===== config.mk =====
export PLATFORM = sky130hd
export DESIGN_NAME = icycle_ctrl
export DESIGN_NICKNAME = d
export VERILOG_FILES = /design/src/rtl/icc_pkg.sv /design/src/rtl/icc_step_ctr.sv /design/src/rtl/icc_cmd_decode.sv /design/src/rtl/icc_cmd_bank.sv /design/src/rtl/icycle_ctrl.sv
export SDC_FILE = /design/constraint.sdc
export NUM_CORES = 1
export LEC_CHECK = 0
export BUFFER_PORTS_ARGS = -buffer_cell sky130_fd_sc_hd__buf_2
export CORE_ASPECT_RATIO = 0.9
export CORE_UTILIZATION = 43
export CTS_BUF_LIST = sky130_fd_sc_hd__clkbuf_8
export CTS_CLUSTER_SIZE = 16
export DETAILED_ROUTE_END_ITERATION = 8
export PLACE_DENSITY = 0.8
export SYNTH_ARGS = -nofsm -noshare
export SYNTH_HDL_FRONTEND = slang
export SYNTH_SLANG_ARGS = --single-unit

===== constraint.sdc =====
create_clock -name clk_i -period 1.5 [get_ports clk_i]
set_input_delay 0 -clock clk_i [delete_from_list [all_inputs] [get_ports clk_i]]
set_output_delay 0 -clock clk_i [all_outputs]
set_load 0.005 [all_outputs]

===== src/rtl/icc_pkg.sv =====
package icc_pkg;
  typedef enum logic [1:0] {
    BUS_DISP = 2'd0,
    BUS_PC   = 2'd1,
    BUS_MEM  = 2'd2,
    BUS_NONE = 2'd3
  } bus_sel_e;

  typedef struct packed {
    logic     ld_ar;
    logic     ld_ir;
    logic     ld_dr;
    logic     ld_outd;
    logic     inc_pc;
    logic     mem_rd;
    logic     exec_start;
    bus_sel_e bus;
  } cmd_t;

  localparam cmd_t CMD_IDLE = '{default: 1'b0, bus: BUS_NONE};

  // step assignment; sequence needs at least 16 steps
  localparam int ST_DSP_AR  = 0;
  localparam int ST_DSP_RD  = 1;
  localparam int ST_DSP_LD  = 2;
  localparam int ST_FET_AR  = 3;
  localparam int ST_FET_RD  = 4;
  localparam int ST_FET_IR  = 5;
  localparam int ST_OPA_AR  = 6;
  localparam int ST_DECODE  = 7;
  localparam int ST_OPA_LD  = 8;
  localparam int ST_OPR_RD  = 9;
  localparam int ST_OPR_LD  = 10;
  localparam int ST_IND_RD  = 11;
  localparam int ST_IND_LD  = 12;
  localparam int ST_WAIT    = 15;
endpackage


===== src/rtl/icc_step_ctr.sv =====
module icc_step_ctr #(
  parameter int STEP_W = 4,
  localparam int NSTEP = 1 << STEP_W
) (
  input  logic              clk_i,
  input  logic              rst_ni,
  input  logic [STEP_W-1:0] nxt_i,
  output logic [STEP_W-1:0] step_o,
  output logic [NSTEP-1:0]  t_o
);
  always_ff @(posedge clk_i or negedge rst_ni) begin
    if (!rst_ni) step_o <= '0;
    else         step_o <= nxt_i;
  end

  for (genvar i = 0; i < NSTEP; i++) begin : g_tdec
    assign t_o[i] = (step_o == STEP_W'(i));
  end
endmodule


===== src/rtl/icc_cmd_decode.sv =====
module icc_cmd_decode
  import icc_pkg::*;
#(
  parameter int STEP_W  = 4,
  parameter int IR_W    = 8,
  parameter int REG_BIT = 6,
  parameter int IND_BIT = 7
) (
  input  logic [STEP_W-1:0] step_i,
  input  logic [IR_W-1:0]   ir_i,
  input  logic              stop_i,
  input  logic              exec_done_i,
  output cmd_t              cmd_o,
  output logic [STEP_W-1:0] nxt_o,
  output logic              stop_upd_o
);
  logic reg_ref, ind;
  assign reg_ref = ir_i[REG_BIT];
  assign ind     = ir_i[IND_BIT];

  always_comb begin
    cmd_o      = CMD_IDLE;
    nxt_o      = STEP_W'(step_i + 1'b1);
    stop_upd_o = 1'b0;
    case (int'(step_i))
      ST_DSP_AR: begin cmd_o.ld_ar = 1'b1; cmd_o.bus = BUS_DISP; end
      ST_DSP_RD: cmd_o.mem_rd = 1'b1;
      ST_DSP_LD: begin cmd_o.ld_outd = 1'b1; cmd_o.bus = BUS_MEM; end
      ST_FET_AR: begin
        if (stop_i) begin
          nxt_o      = '0;
          stop_upd_o = 1'b1;
        end else begin
          cmd_o.ld_ar = 1'b1;
          cmd_o.bus   = BUS_PC;
        end
      end
      ST_FET_RD: begin cmd_o.mem_rd = 1'b1; cmd_o.inc_pc = 1'b1; end
      ST_FET_IR: begin cmd_o.ld_ir = 1'b1; cmd_o.bus = BUS_MEM; end
      // IR not yet visible; preloading AR with PC is harmless for register refs
      ST_OPA_AR: begin cmd_o.ld_ar = 1'b1; cmd_o.bus = BUS_PC; end
      ST_DECODE: begin
        if (reg_ref) begin
          cmd_o.exec_start = 1'b1;
          nxt_o            = STEP_W'(ST_WAIT);
        end else begin
          cmd_o.mem_rd = 1'b1;
        end
      end
      ST_OPA_LD: begin cmd_o.ld_ar = 1'b1; cmd_o.bus = BUS_MEM; end
      ST_OPR_RD: begin cmd_o.mem_rd = 1'b1; cmd_o.inc_pc = !ind; end
      ST_OPR_LD: begin
        cmd_o.bus = BUS_MEM;
        if (ind) begin
          cmd_o.ld_ar = 1'b1;
        end else begin
          cmd_o.ld_dr      = 1'b1;
          cmd_o.exec_start = 1'b1;
          nxt_o            = STEP_W'(ST_WAIT);
        end
      end
      ST_IND_RD: begin cmd_o.mem_rd = 1'b1; cmd_o.inc_pc = 1'b1; end
      ST_IND_LD: begin
        cmd_o.ld_dr      = 1'b1;
        cmd_o.exec_start = 1'b1;
        cmd_o.bus        = BUS_MEM;
        nxt_o            = STEP_W'(ST_WAIT);
      end
      ST_WAIT: begin
        if (exec_done_i) begin
          nxt_o      = '0;
          stop_upd_o = 1'b1;
        end else begin
          nxt_o = step_i;
        end
      end
      default: nxt_o = STEP_W'(ST_WAIT);
    endcase
  end
endmodule


===== src/rtl/icc_cmd_bank.sv =====
module icc_cmd_bank
  import icc_pkg::*;
(
  input  logic clk_i,
  input  logic rst_ni,
  input  cmd_t cmd_i,
  output cmd_t cmd_o
);
  always_ff @(posedge clk_i or negedge rst_ni) begin
    if (!rst_ni) cmd_o <= CMD_IDLE;
    else         cmd_o <= cmd_i;
  end
endmodule


===== src/rtl/icycle_ctrl.sv =====
module icycle_ctrl
  import icc_pkg::*;
#(
  parameter int STEP_W  = 4,
  parameter int IR_W    = 8,
  parameter int REG_BIT = 6,
  parameter int IND_BIT = 7,
  localparam int NSTEP  = 1 << STEP_W
) (
  input  logic              clk_i,
  input  logic              rst_ni,
  input  logic              halt_i,
  input  logic [IR_W-1:0]   ir_i,
  input  logic              exec_done_i,
  output logic [1:0]        bus_sel_o,
  output logic              ld_ar_o,
  output logic              ld_ir_o,
  output logic              ld_dr_o,
  output logic              ld_outd_o,
  output logic              inc_pc_o,
  output logic              mem_rd_o,
  output logic              exec_start_o,
  output logic [STEP_W-1:0] step_o,
  output logic [NSTEP-1:0]  t_o,
  output logic              stopped_o
);
  logic [STEP_W-1:0] nxt;
  logic              stop_q, stop_upd;
  cmd_t              cmd_d, cmd_q;

  icc_step_ctr #(.STEP_W(STEP_W)) u_ctr (
    .clk_i (clk_i),
    .rst_ni(rst_ni),
    .nxt_i (nxt),
    .step_o(step_o),
    .t_o   (t_o)
  );

  icc_cmd_decode #(
    .STEP_W (STEP_W),
    .IR_W   (IR_W),
    .REG_BIT(REG_BIT),
    .IND_BIT(IND_BIT)
  ) u_dec (
    .step_i     (step_o),
    .ir_i       (ir_i),
    .stop_i     (stop_q),
    .exec_done_i(exec_done_i),
    .cmd_o      (cmd_d),
    .nxt_o      (nxt),
    .stop_upd_o (stop_upd)
  );

  icc_cmd_bank u_bank (
    .clk_i (clk_i),
    .rst_ni(rst_ni),
    .cmd_i (cmd_d),
    .cmd_o (cmd_q)
  );

  always_ff @(posedge clk_i or negedge rst_ni) begin
    if (!rst_ni)       stop_q <= 1'b0;
    else if (stop_upd) stop_q <= halt_i;
  end

  assign bus_sel_o    = cmd_q.bus;
  assign ld_ar_o      = cmd_q.ld_ar;
  assign ld_ir_o      = cmd_q.ld_ir;
  assign ld_dr_o      = cmd_q.ld_dr;
  assign ld_outd_o    = cmd_q.ld_outd;
  assign inc_pc_o     = cmd_q.inc_pc;
  assign mem_rd_o     = cmd_q.mem_rd;
  assign exec_start_o = cmd_q.exec_start;
  assign stopped_o    = stop_q;
endmodule


## Word level (Yosys, flattened, before mapping)

Index checks and enable logic that the tools add are counted.

| word-level totals | value |
|---|---|
| bits in registers | 14 |
| input bits | 12 |
| word-level logic and storage cells | 56 |

| cells by class | value |
|---|---|
| $add $sub $neg | 1 |
| equality and inequality tests | 16 |
| mux-type cells | 22 |
| reductions and logical operators | 7 |

Operators by type and width:

| kind | number |
|---|---|
| $eq 4x4->1 const B | 8 |
| $pmux 4 s5 | 1 |
| $eq 4x3->1 const B | 4 |
| $mux 4 | 4 |
| $mux 1 | 9 |
| $reduce_or 9->1 | 1 |
| $eq 4x2->1 const B | 2 |
| $pmux 1 s2 | 4 |
| $pmux 2 s4 | 1 |
| $pmux 1 s3 | 2 |
| $reduce_or 5->1 | 1 |
| $add 4x1->4 const B | 1 |
| $eq 4x1->1 const B | 1 |
| $logic_not 4->1 | 1 |
| $reduce_or 4->1 | 1 |
| $reduce_or 3->1 | 1 |
| $mux 2 | 1 |
| $ne 2x2->1 const B | 1 |
| $reduce_or 2->1 | 1 |
| $logic_not 1->1 | 1 |

## Logic depth before layout (Yosys ltp)

| depth | value |
|---|---|
| depth after elaboration | 3 |
| mapped depth | 6 |
| mapped depth without buffers | 6 |

## Hierarchy

From an unflattened synthesis, not the netlist that was laid out.

| second synthesis, totals | value |
|---|---|
| cell total of the unflattened synthesis | 104 |
| area total of the unflattened synthesis | 1052.3 sq um |

By module, submodules not included:

| module | instances | cells each | area each (sq um) | seq. area each (sq um) |
|---|---|---|---|---|
| icc_cmd_decode | 1 | 69 | 457.9 | 0.0 |
| icc_step_ctr | 1 | 24 | 326.6 | 100.1 |
| icc_cmd_bank | 1 | 9 | 227.7 | 227.7 |
| icycle_ctrl | 1 | 2 | 40.0 | 25.0 |

## Worst setup path after synthesis

OpenSTA, ideal clock, no wires.

| timing path | value |
|---|---|
| path type | flip-flop to flip-flop |
| start point | register u_ctr.step_o[0] |
| end point | register u_ctr.step_o[0] |
| setup time | 0.094 ns |
| data arrival time | 1.533 ns |
| data required time | 1.406 ns |
| path slack | -0.127 ns |
| cell stages (with the launch flop) | 7 |
| buffers on the path | 0 |
| clock period less this slack | 1.627 ns |
| cells stage by stage | dfrtp_1 > inv_1 > ha_1 > nor3_2 > nor2_1 > o21a_1 > a221oi_2 |

| between the ends | value |
|---|---|
| longest elaborated chain between the ends | 3 |
| elaborated cells between the ends (all ways) | 20 |
| classes of those cells | add/sub (1); eq/ne (13); mux (4); reduce/logical (2) |

RTL lines:

| element | RTL line | text |
|---|---|---|
| start, declared | icc_step_ctr.sv:8 | `output logic [STEP_W-1:0] step_o,` |
| start signal, assigned | icc_step_ctr.sv:13 | `else step_o <= nxt_i;` |
| $add 4x1->4, or another cell as far along | icc_cmd_decode.sv:23 | `nxt_o = STEP_W'(step_i + 1'b1);` |
| $mux 4, or another cell as far along | icc_cmd_decode.sv:54 | `if (ind) begin` |
| $pmux 4 s5 | icc_cmd_decode.sv:25 | `case (int'(step_i))` |

Several ways; a longest one is shown, not always the timed one.
A chain may end at the register's enable or synchronous reset.

## Worst setup path in the final report

| timing path | value |
|---|---|
| start point | register u_ctr.step_o[1] |
| end point | register u_ctr.step_o[2] |

The elaborated chain is that of the path after synthesis.

==> qor.yml <==
ys_seq_elements: 14
num_rows: 15
syn-num-nets: 123
most-common-layout-cells: "buf_2, buf_4, dfrtp_1"
vias: 1129
worstReg2RegEnd: "u_ctr.step_o[2]"
wl_per_cell_microns: 17.6
power.density_nw_per_um2: 2350
drive_gt1_share_pct: 58.4
syn_area_per_cell_sq_um: 8.37
drt_iter0_drc: 75
htreeDepth: 1
crit_path_start_kind: "register"
cts_sinks: 14
cts.clk_slew.worst_paths_ps: 60
final_common_cell: "buf_2"
seqCellArea_sq_um: 358
worstSetupPathType: "register to register"
grt_pass1_wl_microns: 4110
ant_nets: 0
min_delay_path_depth: 3
layout_setup_ws_ps: -112
fmax_mhz: 620
maxCapViolCount: 0
cp.required_ps: 1600
dp_cells: 172
antenna_cells: 0
vias_per_cell: 6.07
synth_cell_types: 35
cts_buffer_depth: 2
yosysSeqAreaShare_pct: 39.4
die_y_microns: 45.3
antenna_found_initial: 0
nNetsFinal: 178
finalSetupTns_ps: -504
start_util_pct: 46.3
setup_viol: 10
num_io_pins: 42
drt-total-wl_microns: 3270
crit_path_max_fanout: 4
crit_path_end_kind: "register"
multi_input_area_sq_um: 601
failed_checks: "setup timing"
worst-r2r-cell-count: 6
status: "complete, but fails checks"
cts_tree: "done"
dieWidth_microns: 50.1
min_to: "stopped_o"
hold_class: "primary input to register"
synth_top_flop_cell: "dfrtp_1"
fin_crit_ps: 1610
synth_edf_count: 0
hpwl_microns: 1820
grt_use_total_pct: 24.7
dr.pass1.iters: 4
hold_start: "halt_i"
place_congestion: 0.987
gr-total-overflow: 0
ys_async_sr_fraction_pct: 100
cts_root_buf: "clkbuf_8"
r2r_slack_ps: -110
finClkSkew_ps: 1.01
numCtsBuffers: 3
timing.final.max_slew_violations: 0
fin_cells: 186
cp.arrival_ps: 1720
drc: 0
ir_drop_v: 0.00181
yosysWarnings: 0
syn_area_sq_um: 896
timing.rr.start: "u_ctr.step_o[1]"
hold_viol_final: 0
rsz0062_at_grt: "true"
coreArea_sq_um: 1930
max_slew_margin_pct: 77.0
area_growth_pct: 66.6
port_buffers: 35
dieArea_sq_um: 2270
period_share_pct: 107
grt_pass1_vias: 849
synthCells: 107
worstMarginPinSlew_ps: 345
grt_max_degree: 20
fillers: 113
clk_latency_ps: 250
p_leak_uw: 0.000742
[metrics by stage]
step	instance area, sq um	hold slack, ps	power, uW	util (%)	setup slack (ps)
final	1490	79.8	3500	77.2	-112
after global routing	1490	90.1	3680	77.2	-176
after CTS	1290	56.2	2840	66.7	-70.0
after detailed placement	1170	-84.3	2280	60.5	-138
after global placement	1170	-86.7	2230	60.5	-27.6
after floorplan	902	-296	1600	-	-22.2
[per-layer routing]
layer | share of wire, % | track usage (%)
met5 | 0 | 0
met4 | 3.4 | 9.14
met3 | 8.0 | 4.71
met2 | 49 | 42.1
met1 | 39 | 31.2
[where the power goes]
| part | total, uW | leakage [uW] | switching (uW) | internal (uW) |
|---|---|---|---|---|
| Combinational | 2410 | 0.000545 | 1250 | 1160 |
| Clock | 378 | 0.0000288 | 146 | 233 |
| Sequential | 711 | 0.000168 | 169 | 542 |
| Total | 3500 | 0.000742 | 1570 | 1930 |
[kinds of logic (layout without fill, tap and decap cells)]
family	Yosys count	count (layout)	synth area share [%]
AND/OR/NAND/NOR	41	41	23.2
flip-flops	14	14	39.4
buffers and inverters	18	72	9.08
AO/OA/AOI/OAI	30	30	22.8
adder cells (fa/ha/maj)	4	4	5.59
[layout make-up]
| type | count | share of cell area (%) |
|---|---|---|
| Clock buffer | 4 | 3.69 |
| Inverter | 8 | 2.93 |
| Multi-Input combinational cell | 75 | 40.2 |
| Sequential cell | 14 | 24.0 |
| Tap cell | 25 | 2.10 |
| Timing Repair Buffer | 60 | 27.1 |
[flip-flops by register name, summed over array words and instances (netlist names)]
| signal | flops |
|---|---|
| u_ctr.step_o | 4 |
| stopped_o | 1 |
| u_bank.cmd_o | 9 |
[synth_stat cells (3+ instances only)]
master    instances  area, sq um
buf_4             3         22.5
clkbuf_1          5         18.8
nor3_1            9         45.0
o21ai_0          10         50.1
inv_1             7         26.3
ha_1              4         50.1
and2_1            3         18.8
dfrtp_1          12          300
a21oi_1           4         20.0
nand2_1           8         30.0
and3_1            6         37.5
nor2_1            9         33.8
[what timing repair did]
item,in CTS,in global routing
hold buffers,1,0
pin swaps,7,7
setup endpoints to repair,11,17
buffers inserted,1,9
resized for setup,13,33
hold endpoints to repair,14,0
[critical path: stages, from the launching register on]
cell and delay [ps]:
dfrtp_2 460, inv_4 80, ha_4 180, nor3_4 260, a31oi_1 160, o21ai_1 190
o2111ai_1 150
[worst max-delay path by stage]
stage | slack [ps] | end | from
2_1_floorplan | -20 | u_ctr.step_o[0] | u_ctr.step_o[1]
3_3_place_gp | -30 | u_ctr.step_o[0] | u_ctr.step_o[0]
3_5_place_dp | -140 | u_ctr.step_o[1] | u_ctr.step_o[1]
4_1_cts | -70 | t_o[5] | u_ctr.step_o[1]
5_1_grt | -180 | u_ctr.step_o[2] | u_ctr.step_o[1]
6_report | -110 | u_ctr.step_o[2] | u_ctr.step_o[1]
No activity file was read; power rests on OpenSTA's default activity.
